### config.mk
export PLATFORM = sky130hd
export DESIGN_NAME = insn_len_dec
export DESIGN_NICKNAME = d
export VERILOG_FILES = /design/src/rtl/ild_pkg.sv /design/src/rtl/ild_opclass.sv /design/src/rtl/ild_form_dec.sv /design/src/rtl/ild_disp_ext.sv /design/src/rtl/insn_len_dec.sv
export SDC_FILE = /design/constraint.sdc
export NUM_CORES = 1
export LEC_CHECK = 0
export ABC_AREA = 1
export ABC_CLOCK_PERIOD_IN_PS = 3100
export BUFFER_PORTS_ARGS = -buffer_cell sky130_fd_sc_hd__buf_2
export CORE_ASPECT_RATIO = 0.8
export CORE_MARGIN = 1.5
export CORE_UTILIZATION = 59
export CTS_BUF_LIST = sky130_fd_sc_hd__clkbuf_16
export DETAILED_ROUTE_END_ITERATION = 10
export GPL_TIMING_DRIVEN = 0
export PLACE_DENSITY = 0.83
export SLEW_MARGIN = 20
export SYNTH_ARGS = -nofsm -noshare
export SYNTH_HDL_FRONTEND = slang
export SYNTH_SLANG_ARGS = --single-unit
### constraint.sdc
create_clock -name clk -period 3.1 [get_ports clk]
set_clock_uncertainty 0.2 [all_clocks]
set_input_delay 0.155 -clock clk [delete_from_list [all_inputs] [get_ports clk]]
set_output_delay 0.155 -clock clk [all_outputs]
set_load 0.03 [all_outputs]
### src/rtl/ild_pkg.sv
package ild_pkg;

   localparam int unsigned ILD_OCTET_W = 8;
   localparam int unsigned ILD_MAX_LEN = 6;

   typedef enum logic [2:0] {
      ST_OPC,
      ST_FORM,
      ST_DLO,
      ST_DHI,
      ST_ILO,
      ST_IHI
   } ild_state_e;

   typedef enum logic [1:0] {
      CL_PUSH,
      CL_GRP,
      CL_UNSUP
   } ild_class_e;

   typedef struct packed {
      logic [1:0] mode;
      logic [2:0] ext;
      logic [2:0] rm;
   } ild_form_t;

endpackage

### src/rtl/ild_opclass.sv
module ild_opclass
   import ild_pkg::*;
#(
   parameter int unsigned      BYTE_W    = ILD_OCTET_W,
   parameter logic [BYTE_W-1:0] PUSH_BASE = 8'h50,
   parameter logic [BYTE_W-1:0] GRP_OPC   = 8'h81
) (
   input  logic [BYTE_W-1:0] opc,
   output ild_class_e        cls
);

   localparam int unsigned REG_SEL_W = 3;

   logic is_push;
   logic is_grp;

   // push family occupies an aligned run of eight codes
   assign is_push = (opc[BYTE_W-1:REG_SEL_W] == PUSH_BASE[BYTE_W-1:REG_SEL_W]);
   assign is_grp  = (opc == GRP_OPC);

   always_comb begin
      if (is_push)     cls = CL_PUSH;
      else if (is_grp) cls = CL_GRP;
      else             cls = CL_UNSUP;
   end

endmodule

### src/rtl/ild_form_dec.sv
module ild_form_dec
   import ild_pkg::*;
#(
   parameter int unsigned BYTE_W    = ILD_OCTET_W,
   parameter logic [2:0]  DIRECT_RM = 3'b110
) (
   input  logic [BYTE_W-1:0] form_byte,
   output ild_form_t         form,
   output logic [1:0]        disp_cnt
);

   assign form.mode = form_byte[7:6];
   assign form.ext  = form_byte[5:3];
   assign form.rm   = form_byte[2:0];

   always_comb begin
      unique case (form.mode)
         2'b00:   disp_cnt = (form.rm == DIRECT_RM) ? 2'd2 : 2'd0;
         2'b01:   disp_cnt = 2'd1;
         2'b10:   disp_cnt = 2'd2;
         default: disp_cnt = 2'd0;
      endcase
   end

endmodule

### src/rtl/ild_disp_ext.sv
module ild_disp_ext #(
   parameter int unsigned BYTE_W     = 8,
   parameter int unsigned WORD_W     = 2 * BYTE_W,
   parameter bit          SEXT_DISP8 = 1'b1
) (
   input  logic [BYTE_W-1:0] lo,
   output logic [WORD_W-1:0] wide
);

   localparam int unsigned PAD_W = WORD_W - BYTE_W;

   if (SEXT_DISP8) begin : g_sext
      assign wide = {{PAD_W{lo[BYTE_W-1]}}, lo};
   end else begin : g_zext
      assign wide = {{PAD_W{1'b0}}, lo};
   end

endmodule

### src/rtl/insn_len_dec.sv
module insn_len_dec
   import ild_pkg::*;
#(
   parameter int unsigned       BYTE_W     = ILD_OCTET_W,
   parameter int unsigned       MAX_LEN    = ILD_MAX_LEN,
   parameter logic [BYTE_W-1:0] PUSH_BASE  = 8'h50,
   parameter logic [BYTE_W-1:0] GRP_OPC    = 8'h81,
   parameter logic [2:0]        DIRECT_RM  = 3'b110,
   parameter bit                SEXT_DISP8 = 1'b1,
   localparam int unsigned      WORD_W     = 2 * BYTE_W,
   localparam int unsigned      LEN_W      = $clog2(MAX_LEN + 1)
) (
   input  logic              clk,
   input  logic              rst_n,
   input  logic              in_valid,
   input  logic [BYTE_W-1:0] in_byte,
   output logic              in_ready,
   output logic              out_valid,
   output logic [BYTE_W-1:0] out_opcode,
   output logic              out_push,
   output logic              out_unsup,
   output logic              out_has_form,
   output logic [1:0]        out_mode,
   output logic [2:0]        out_ext,
   output logic [2:0]        out_rm,
   output logic [WORD_W-1:0] out_disp,
   output logic [WORD_W-1:0] out_imm,
   output logic [LEN_W-1:0]  out_len
);

   localparam logic [LEN_W-1:0] LEN_ONE  = LEN_W'(1);
   localparam logic [LEN_W-1:0] LEN_FORM = LEN_W'(2);

   // elaboration-time parameter checks
   if (BYTE_W != 8) begin : g_bad_byte_w
      $error("insn_len_dec: BYTE_W must be 8");
   end
   if (MAX_LEN < 6) begin : g_bad_max_len
      $error("insn_len_dec: MAX_LEN must cover 6-byte instructions");
   end
   if (PUSH_BASE[2:0] != 3'b000) begin : g_bad_push_base
      $error("insn_len_dec: PUSH_BASE must be aligned to 8");
   end

   ild_state_e          state_q;
   logic                rdy_q;
   logic [BYTE_W-1:0]   opc_q;
   ild_form_t           form_q;
   logic [1:0]          dcnt_q;
   logic [WORD_W-1:0]   disp_q;
   logic [BYTE_W-1:0]   imm_lo_q;
   logic [LEN_W-1:0]    len_q;

   ild_class_e          cls_w;
   ild_form_t           form_w;
   logic [1:0]          dcnt_w;
   logic [WORD_W-1:0]   dext_w;
   logic                fire;

   assign in_ready = rdy_q;
   assign fire     = in_valid & rdy_q;

   ild_opclass #(
      .BYTE_W    (BYTE_W),
      .PUSH_BASE (PUSH_BASE),
      .GRP_OPC   (GRP_OPC)
   ) u_opclass (
      .opc (in_byte),
      .cls (cls_w)
   );

   ild_form_dec #(
      .BYTE_W    (BYTE_W),
      .DIRECT_RM (DIRECT_RM)
   ) u_form_dec (
      .form_byte (in_byte),
      .form      (form_w),
      .disp_cnt  (dcnt_w)
   );

   ild_disp_ext #(
      .BYTE_W     (BYTE_W),
      .WORD_W     (WORD_W),
      .SEXT_DISP8 (SEXT_DISP8)
   ) u_disp_ext (
      .lo   (in_byte),
      .wide (dext_w)
   );

   always_ff @(posedge clk) begin
      if (!rst_n) begin
         state_q      <= ST_OPC;
         rdy_q        <= 1'b0;
         opc_q        <= '0;
         form_q       <= '0;
         dcnt_q       <= '0;
         disp_q       <= '0;
         imm_lo_q     <= '0;
         len_q        <= '0;
         out_valid    <= 1'b0;
         out_opcode   <= '0;
         out_push     <= 1'b0;
         out_unsup    <= 1'b0;
         out_has_form <= 1'b0;
         out_mode     <= '0;
         out_ext      <= '0;
         out_rm       <= '0;
         out_disp     <= '0;
         out_imm      <= '0;
         out_len      <= '0;
      end else begin
         rdy_q     <= 1'b1;
         out_valid <= 1'b0;
         if (fire) begin
            unique case (state_q)
               ST_OPC: begin
                  opc_q  <= in_byte;
                  len_q  <= LEN_ONE;
                  disp_q <= '0;
                  if (cls_w == CL_GRP) begin
                     state_q <= ST_FORM;
                  end else begin
                     out_valid    <= 1'b1;
                     out_opcode   <= in_byte;
                     out_push     <= (cls_w == CL_PUSH);
                     out_unsup    <= (cls_w == CL_UNSUP);
                     out_has_form <= 1'b0;
                     out_mode     <= '0;
                     out_ext      <= '0;
                     out_rm       <= (cls_w == CL_PUSH) ? in_byte[2:0] : 3'b000;
                     out_disp     <= '0;
                     out_imm      <= '0;
                     out_len      <= LEN_ONE;
                  end
               end
               ST_FORM: begin
                  form_q  <= form_w;
                  dcnt_q  <= dcnt_w;
                  len_q   <= LEN_FORM;
                  state_q <= (dcnt_w != 2'd0) ? ST_DLO : ST_ILO;
               end
               ST_DLO: begin
                  disp_q  <= dext_w;
                  len_q   <= len_q + LEN_ONE;
                  state_q <= (dcnt_q == 2'd2) ? ST_DHI : ST_ILO;
               end
               ST_DHI: begin
                  disp_q[WORD_W-1:BYTE_W] <= in_byte;
                  len_q   <= len_q + LEN_ONE;
                  state_q <= ST_ILO;
               end
               ST_ILO: begin
                  imm_lo_q <= in_byte;
                  len_q    <= len_q + LEN_ONE;
                  state_q  <= ST_IHI;
               end
               ST_IHI: begin
                  out_valid    <= 1'b1;
                  out_opcode   <= opc_q;
                  out_push     <= 1'b0;
                  out_unsup    <= 1'b0;
                  out_has_form <= 1'b1;
                  out_mode     <= form_q.mode;
                  out_ext      <= form_q.ext;
                  out_rm       <= form_q.rm;
                  out_disp     <= disp_q;
                  out_imm      <= {in_byte, imm_lo_q};
                  out_len      <= len_q + LEN_ONE;
                  state_q      <= ST_OPC;
               end
               default: state_q <= ST_OPC;
            endcase
         end
      end
   end

   // ---------------------------------------------------------------
   // assertions
   // ---------------------------------------------------------------
   logic [LEN_W-1:0] chk_grp_len;
   always_comb begin
      if (out_mode == 2'b01)                               chk_grp_len = LEN_W'(5);
      else if (out_mode == 2'b10)                          chk_grp_len = LEN_W'(6);
      else if (out_mode == 2'b00 && out_rm == DIRECT_RM)   chk_grp_len = LEN_W'(6);
      else                                                 chk_grp_len = LEN_W'(4);
   end

   AST_READY_AFTER_RESET: assert property (@(posedge clk) disable iff (!rst_n)
      $past(rst_n) |-> in_ready) else $error("in_ready low after reset");

   AST_PUSH_SHORT: assert property (@(posedge clk) disable iff (!rst_n)
      (out_valid && out_push) |-> (out_len == LEN_ONE && !out_has_form && !out_unsup))
      else $error("push record malformed");

   AST_GRP_LEN: assert property (@(posedge clk) disable iff (!rst_n)
      (out_valid && out_has_form) |-> (out_len == chk_grp_len))
      else $error("group length disagrees with form fields");

   AST_DISP8_SEXT: assert property (@(posedge clk) disable iff (!rst_n)
      (SEXT_DISP8 && out_valid && out_has_form && out_mode == 2'b01)
         |-> (out_disp[WORD_W-1:BYTE_W] == {BYTE_W{out_disp[BYTE_W-1]}}))
      else $error("8-bit displacement not sign-extended");

   AST_LEN_BOUND: assert property (@(posedge clk) disable iff (!rst_n)
      out_valid |-> (out_len >= LEN_ONE && out_len <= LEN_W'(MAX_LEN)))
      else $error("length out of range");

   AST_UNSUP_ONE: assert property (@(posedge clk) disable iff (!rst_n)
      (out_valid && out_unsup) |-> (out_len == LEN_ONE && !out_push))
      else $error("unsupported record malformed");

   AST_REALIGN: assert property (@(posedge clk) disable iff (!rst_n)
      out_valid |-> (state_q == ST_OPC))
      else $error("record emitted mid-instruction");

   AST_NO_EMIT_IDLE: assert property (@(posedge clk) disable iff (!rst_n)
      !(in_valid && in_ready) |=> !out_valid)
      else $error("record without accepted byte");

endmodule

**After elaboration in Yosys (flattened, before gate mapping)**

Index checks and enable logic that the tools add are counted.

- Bits in registers: 104

- Add/sub/neg operators: 1
- Eq/ne operators: 15
- Muxes and demuxes: 34
- Bitwise logic cells: 1
- Reduce and logical (&&, ||, !) cells: 18

Operators with widths:

| kind | count |
|---|---|
| 16-bit case mux with 2 select lines | 2 |
| 8-bit case mux with 2 select lines | 2 |
| 8-bit case mux with 3 select lines | 1 |
| 3-bit 2-to-1 mux | 7 |
| 3-bit case mux with 2 select lines | 3 |
| 16-bit 2-to-1 mux | 1 |
| 2-bit AND reduction | 8 |
| 3-bit case mux with 5 select lines | 1 |
| 3-bit equality test, second input constant | 3 |
| 3-bit case mux with 3 select lines | 1 |
| 8-bit equality test, second input constant | 1 |
| 2-bit 2-to-1 mux | 4 |
| 8-bit 2-to-1 mux | 1 |
| 1-bit case mux with 2 select lines | 4 |
| 2-bit equality test, second input constant | 3 |
| 3-bit by 2-bit equality test with 1-bit output, second input constant | 2 |
| 2-bit case mux with 3 select lines | 1 |
| 2-bit nonzero test | 3 |
| 3-bit nonzero test | 2 |
| 5-bit by 4-bit equality test with 1-bit output, second input constant | 1 |
| 1-bit 2-to-1 mux | 5 |
| 2-bit by 1-bit equality test with 1-bit output, second input constant | 2 |
| 2-bit zero test | 2 |
| 2-bit != test, second input constant | 2 |
| other kinds (7) | 7 |

**Logic depth before layout (Yosys ltp)**

Gate-level depths: netlist (run 1).

- Depth after elaboration: 7
- Depth in mapped cells: 12

**Modules after synthesis**

Synthesis (run 1) repeated with hierarchy kept, for this count alone.

- Cells, all modules: 564
- Area, all modules: 4244.1 µm²

By module, submodules not included:

| module | instances | cells an instance | area an instance (µm²) | sequential area each (µm²) |
|---|---|---|---|---|
| insn_len_dec | 1 | 518 | 3968.8 | 2082.0 |
| ild_disp_ext | 1 | 16 | 120.1 | 0.0 |
| ild_form_dec | 1 | 16 | 93.8 | 0.0 |
| ild_opclass | 1 | 14 | 61.3 | 0.0 |

**Worst setup path before layout (run 1)**

Ideal clock, no wire load.

- Kind: reg-to-reg
- Start: reg rdy_q, in the netlist in_ready
- End: reg out_imm[5]
- Data arrival time: 1586 ps
- Slack: 1193 ps
- Stages on the path, launching flop included: 11
- Path through: dfxtp_1 nand2_2 inv_1 nand2_2 nor2_4 nand2_4 nand2_8 nor2_8 buf_6 nand2_1 o21ai_0

- Cells in the longest elaborated chain, start to end: 2

RTL lines:

| element | line | RTL |
|---|---|---|
| start: declaration | insn_len_dec.sv:46 | `logic rdy_q;` |
| start signal: assignment | insn_len_dec.sv:93 | `rdy_q <= 1'b0;` |
| start signal: assignment | insn_len_dec.sv:112 | `rdy_q <= 1'b1;` |
| 1-bit AND | insn_len_dec.sv:61 | `assign fire = in_valid & rdy_q;` |
| 3-bit AND reduction (no source line) | - |  |
| end signal: assignment | insn_len_dec.sv:167 | `out_imm <= {in_byte, imm_lo_q};` |
| end: declaration | insn_len_dec.sv:27 | `output logic [WORD_W-1:0] out_imm,` |

No other way between the ends.
A chain may end at the register's enable or synchronous reset.

**Worst setup path in the final report (run 1)**

- Start: in in_byte[6]
- End: reg out_imm[8]

- Cells in the longest elaborated chain, start to end: 6
- Elaborated cells between the ends (all ways): 7
- Classes of those cells: eq/ne: 4; mux: 2; reduce/logical: 1

RTL lines:

| element | line | RTL |
|---|---|---|
| start: declaration | insn_len_dec.sv:16 | `input logic [BYTE_W-1:0] in_byte,` |
| 8-bit equality test | ild_opclass.sv:19 | `assign is_grp = (opc == GRP_OPC);` |
| 2-bit 2-to-1 mux | ild_opclass.sv:23 | `else if (is_grp) cls = CL_GRP;` |
| 2-bit 2-to-1 mux (*) | ild_opclass.sv:22 | `if (is_push) cls = CL_PUSH;` |
| 2-bit by 1-bit equality test with 1-bit output (*) | insn_len_dec.sv:120 | `if (cls_w == CL_GRP) begin` |
| 2-bit != test (no source line) (*) | - |  |
| 3-bit AND reduction (no source line) (*) | - |  |

Every way passes the cells marked *; elsewhere a longest branch is shown, timed or not.

==> results.yml, run 1 <==
outcome:
  status: "finished, final reports clean"
finish:
  layout_common_cells: "nand2_1, dfxtp_1, buf_2"
  n_antenna_cell: 0
  area_growth_pct: 21.5
  design_area_um2: 4810
  final_common_cell: "nand2_1"
  drive_above_1_share: 0.184
  layout.cells.non_filler: 677
  num-nets-final: 600
floorplan:
  start_util: 0.615
  die_area_um2: 7210
  io_pins: 67
  core-area_um2: 6440
  fp.dieH_um: 76.3
  die_w_um: 94.6
  rows: 26
critical_path:
  startpoint_type: "input pin"
  cpLargestDelayFamily: "buffers and inverters"
  arrival_ps: 2260
  crit_fanout: 10
  worst_ep_required_time_ps: 3180
  setup.worst_path.start: "in_byte[6]"
  worstSetupEndpointType: "flop"
  critical-path-slowest-cell: "dlygate4sd3_1"
  path_buf_inv: 4
  crit_path_cell_trace: "dlygate4sd3_1, buf_2, inv_1, nand2_1, nor2_1, nand2_1, nand2_4, nand2_8, nor2_8, buf_6, nand2_1, o21ai_1"
  r2r-start: "state_q[1]"
  cpMostUsedCell: "nand2_1"
  worst-setup-path-type: "in2reg"
  cp_slowest_stage_delay_ps: 530
grt:
  grt.total_usage: 0.301
  grt_pass1_vias: 3387
  grt_pass1_wl_um: 16600
  grt_antenna_before_repair: 0
  grt_max_degree: 19
  gr-total-overflow: 0
timing:
  fmax_mhz: 459
  finalHoldViolCount: 0
  setup_viol_count_final: 0
  slew_viol_final: 0
  min_period_ps: 2180
  rsz0062_at_grt: "no"
  slew_headroom: 0.577
  tightest_slew_ps: 635
  fin_crit_sh: 0.703
  setup_tns_ps: 0
yosys:
  post_synth_num_cell_types: 31
  synth_edf_count: 0
  syn_area_um2: 3960
  synth_cells: 502
  ys_seq_area_frac: 0.526
  avgSynthCellArea_um2: 7.89
  ys_ff_latch: 104
  synth_ff_type: "dfxtp_1"
  synth_warnings: 0
  async_flop_share: 0
  syn-num-nets: 514
clock_tree:
  cts_buffers: 9
  clockBufferDepth: 2
  root_buffer: "clkbuf_16"
  clock-sinks: 104
  path_clk_slew_ps: 70
  cts_setup_buffers: 0
  cts_hold_buf: 9
  h-tree-depth: 3
  clk_latency_ps: 350
  cts_tree: "built"
  ctsResizeCount: 0
pwr:
  ir_drop_mv: 0.402
  power_density_nw_per_um2: 577
  power_leakage_nw: 2.19
route:
  drcViolationCount: 0
  vias: 3678
  drt-initial-drc-count: 270
  routed_wl_um: 10100
  wl_per_cell_um: 15.0
  postRouteAntennaNets: 0
  viasPerCell: 5.43
  firstDrtPassIters: 5
placement:
  io_buffers: 66
  placed_cells: 652
  placed_area_um2: 4390
  place_congestion: 0.969
  dp.final_hpwl_um: 6980
hold_path:
  hold_path_startpoint: "in_valid"
  hold_class: "in2reg"
job:
  cap_viol_max_count: 0
## final timing paths
check,cells past startpoint,end,slack [ps]
worst max-delay path,12,out_imm[8],920
worst min-delay path,4,state_q[1],20
worst max register to register,7,disp_q[13],940
worst min register to register,2,out_disp[12],240
## cells in the mapped netlist (2+ instances only)
cell	instances	share of area
nor2_4	2	0.0057
o22ai_1	4	0.0063
dfxtp_1	104	0.53
nand2_2	4	0.0063
buf_2	4	0.0051
o21ai_0	59	0.075
buf_6	5	0.014
clkbuf_1	11	0.010
nand2_1	140	0.13
nor2_1	15	0.014
nand3_1	33	0.042
inv_2	2	0.0019
a211oi_1	2	0.0038
nand2_8	2	0.010
a21oi_1	49	0.062
o21ai_1	13	0.016
inv_1	39	0.037
## tightest hold or removal path, cell delays in order
cell	delay (ps)
buf_2	80
nand2_2	130
nand2_1	90
a21oi_1	60
## cell families (layout without fill, tap and decap cells)
logic type,count (synthesis),count (layout),share of synthesized area
fa+ha+maj,1,1,0.00316
flops,104,104,0.526
xor+xnor,1,1,0.00221
buf+inv,65,156,0.0752
simple gates,203,203,0.229
compound gates,128,128,0.165
## sequential cells by signal, indices dropped and copies added, names as in the netlist, 2 cells and up
register and cells:
opc_q 8, dcnt_q 2, disp_q 16, len_q 3, out_len 3, out_disp 16
imm_lo_q 8, state_q 3, out_rm 3, out_ext 3, out_mode 2, out_imm 16
out_opcode 8, form_q 8
## metrics by stage
stage	hold WS (ps)	setup WS, ps	util	power, mW
after floorplan	-17.3	1190	-	1.51
after global placement	156	1070	0.682	1.56
after detailed placement	180	1020	0.682	1.56
after CTS	25.4	958	0.747	2.78
after global routing	60.7	797	0.747	2.86
final	20.0	920	0.747	2.78
## report_power, final
group	switching [mW]	leakage (nW)	internal, mW
Sequential	0.0125	0.843	1.36
Clock	0.514	0.153	0.716
Combinational	0.122	1.19	0.0536
Total	0.648	2.19	2.13
## layout make-up
class                      instances  area, um2
clock buffer                       9        225
clock inverter                     7        101
fill                             495       1630
inverter                          43        169
tap                               84        105
multi-input combinational        333       1580
buffer                            22        129
timing repair buffer              75        420
sequential                       104       2080
## routing by layer
layer  wire (um)  track usage
met5           0            0
met4         298        0.124
met3         768       0.0689
met2        4390        0.440
met1        4700        0.428
Note: power is estimated with default switching activity, not from simulation.
==> inputs of run 2 (changes only) <==
- ABC_AREA: 1 -> 0
- ABC_CLOCK_PERIOD_IN_PS: 3100 -> 2100
- CORE_UTILIZATION: 59 -> 55
- PLACE_DENSITY: 0.83 -> 0.78
- clock period: 3.1 -> 2.1 ns (I/O delays scaled with it)
==> run 2 against run 1 <==
Net effect:
- the flow now finishes with violations (design-rule violations)
- sequential share of layout area shrank 1.4 points
- routed wire length increased by 1.3%
- core utilization fell by 3.6 points
- power increased by 46%
- clock power up 41%
- synthesized cell count down 23%
- via count decreased by 8.2%
- synthesized area increased by 1.6%
- sequential cell count did not move
- largest cell class unchanged
- highest routed layer unchanged
==> results.yml, run 2 <==
grt:
  grt_pass1_wl_um: 16400
  grt_pass1_vias: 3086
  top_usage_layer: "met2"
  gr-total-overflow: 0
  grt_antenna_before_repair: 0
  grt.total_usage: 0.274
  met3_usage: 0.0674
  use_met2: 0.419
  grt_max_degree: 20
  grtUsageMet1: 0.379
finish:
  final_common_cell: "dfxtp_1"
  drive_above_1_share: 0.242
  area_growth_pct: 23.5
  n_antenna_cell: 0
  layout_common_cells: "dfxtp_1, buf_2, nand2_1"
  num-nets-final: 490
  design_area_um2: 4970
  filler_cell_count: 543
  reg.largest.list: "disp_q x16, out_disp x16, out_imm x16"
timing:
  finalHoldViolCount: 0
  min_period_ps: 2070
  timing.hold.ws_ps: 29.5
  fin_crit_sh: 0.984
  slew_viol_final: 0
  slew_headroom: 0.532
  tightest_slew_ps: 696
  setup_viol_count_final: 0
  fmax_mhz: 484
  rsz0062_at_grt: "yes"
yosys:
  netlist.area_leader.share: 0.517
  synthMostInstantiatedCell: "dfxtp_1"
  synth_warnings: 0
  synth_edf_count: 0
  yosys-top-cells-count: "dfxtp_1, nand2_1, a22o_1"
  avgSynthCellArea_um2: 10.3
  ys_ff_latch: 104
  syn_area_um2: 4020
  syn-num-nets: 401
  synth_ff_type: "dfxtp_1"
  synth_top_area_cell: "dfxtp_1"
  ys_seq_area_frac: 0.517
  async_flop_share: 0
  synthTopCellsByArea: "dfxtp_1, a22o_1, nand2_1"
  post_synth_num_cell_types: 52
  synth_cells: 389
route:
  vias: 3378
  firstDrtPassIters: 8
  wl_per_cell_um: 18.0
  drt-initial-drc-count: 293
  postRouteAntennaNets: 0
  viasPerCell: 5.93
  routed_wl_um: 10300
  drcViolationCount: 8
outcome:
  violations: "design-rule violations"
  status: "finished with violations"
floorplan:
  core-area_um2: 6990
  io_pins: 67
  die_area_um2: 7840
  fp.dieH_um: 79.5
  die_w_um: 98.6
  rows: 27
  start_util: 0.575
clock_tree:
  cts_buffers: 9
  h-tree-depth: 3
  cts_tree: "built"
  clockBufferDepth: 2
  clock-sinks: 104
  clk_latency_ps: 350
  path_clk_slew_ps: 70
  root_buffer: "clkbuf_16"
critical_path:
  arrival_ps: 2100
  cpMostUsedCell: "buf_12"
  worst-setup-path-type: "in2reg"
  startpoint_type: "input pin"
  critical-path-slowest-cell: "dlygate4sd3_1"
  worstSetupEndpointType: "flop"
  crit_path_cell_trace: "dlygate4sd3_1, buf_2, nor4bb_4, a2111oi_4, nor3_4, buf_12, buf_12, a22o_1"
  worst_ep_required_time_ps: 2130
  crit_fanout: 10
  cp_slowest_stage_delay_ps: 540
placement:
  placed_area_um2: 4440
  place_congestion: 0.847
  io_buffers: 60
  dp.final_hpwl_um: 6550
pwr:
  ir_drop_mv: 0.577
  power_density_nw_per_um2: 814
  power_leakage_nw: 2.19
job:
  cap_viol_max_count: 0
hold_path:
  hold_class: "in2reg"
[run 2: changes by cell type after synthesis, sizes merged, moves of 15 or more]
cell	previous run	this run
a22o	0	46
a21oi	49	31
mux2i	0	15
inv	43	5
nand2	147	56
nand3	33	4
o21ai	72	16
[run 2: layout make-up]
cell class | instances | area, um2 | share of cell area
flip-flops and latches | 104 | 2080 | 0.419
multi-input cells | 248 | 1700 | 0.342
repair buffers | 78 | 498 | 0.100
plain buffers | 32 | 253 | 0.0508
clock buffers | 9 | 225 | 0.0453
well taps | 87 | 109 | 0.0219
clock inverters | 7 | 86.3 | 0.0174
inverters | 5 | 18.8 | 0.00378
[run 2: logic make-up after synthesis]
group                      Yosys count  synth area share
xor gates and xnor gates             1           0.00218
and+or+nand+nor                    101             0.134
AOI/OAI and AO/OA                  130             0.241
buffers and inverters               37            0.0647
DFF                                104             0.517
muxes                               15            0.0373
adders and majority gates            1           0.00311
[run 2: path summary, 6_finish.rpt]
check	startpoint	endpoint	slack, ps	cells after the start
max	in_byte[7]	out_ext[2]	30	8
min	in_valid	disp_q[7]	30	4
max reg2reg	state_q[2]	out_ext[2]	80	7
min reg2reg	disp_q[15]	out_disp[15]	250	1
[run 2: repair_timing]
| action | CTS | global route |
|---|---|---|
| gates resized for setup | 1 | 11 |
| pin swaps | 0 | 7 |
| setup endpoints to repair | 10 | 62 |
| hold buffers | 13 | 0 |
| buffers inserted | 1 | 24 |
| endpoints found under the hold margin | 43 | 0 |
[run 2: routing by layer]
| layer | vias to the layer above | part of all wire | wire length (um) |
|---|---|---|---|
| met5 | - | 0 | 0 |
| met4 | 0 | 0.024 | 246 |
| met3 | 26 | 0.073 | 752 |
| met2 | 144 | 0.44 | 4550 |
| li1 | 1591 | - | - |
| met1 | 1617 | 0.46 | 4730 |
[run 2: power breakdown]
part / internal [mW] / total [mW] / leakage, nW / switching (mW)
logic: 0.108 / 0.292 / 1.19 / 0.184
registers: 2.00 / 2.02 / 0.842 / 0.0200
clock network: 0.952 / 1.73 / 0.155 / 0.781
total: 3.06 / 4.05 / 2.19 / 0.985
[run 2: stage by stage]
step,setup TNS (ps),setup slack [ps],util,std cells,total power [mW]
after CTS,0,24.2,0.701,566,4.05
after detailed placement,-849,-90.1,0.635,536,2.32
after global placement,-528,-53.8,0.634,536,2.31
after global routing,-73.2,-10.3,0.711,570,4.16
final,0,33.4,0.711,570,4.05
after floorplan,0,122,-,389,2.24
[run 2: critical path, delay by kind of cell]
kind / cells / cell delay (ps)
AO/OA/AOI/OAI: 2 / 730
buffers and inverters: 4 / 990
AND/OR/NAND/NOR: 2 / 270
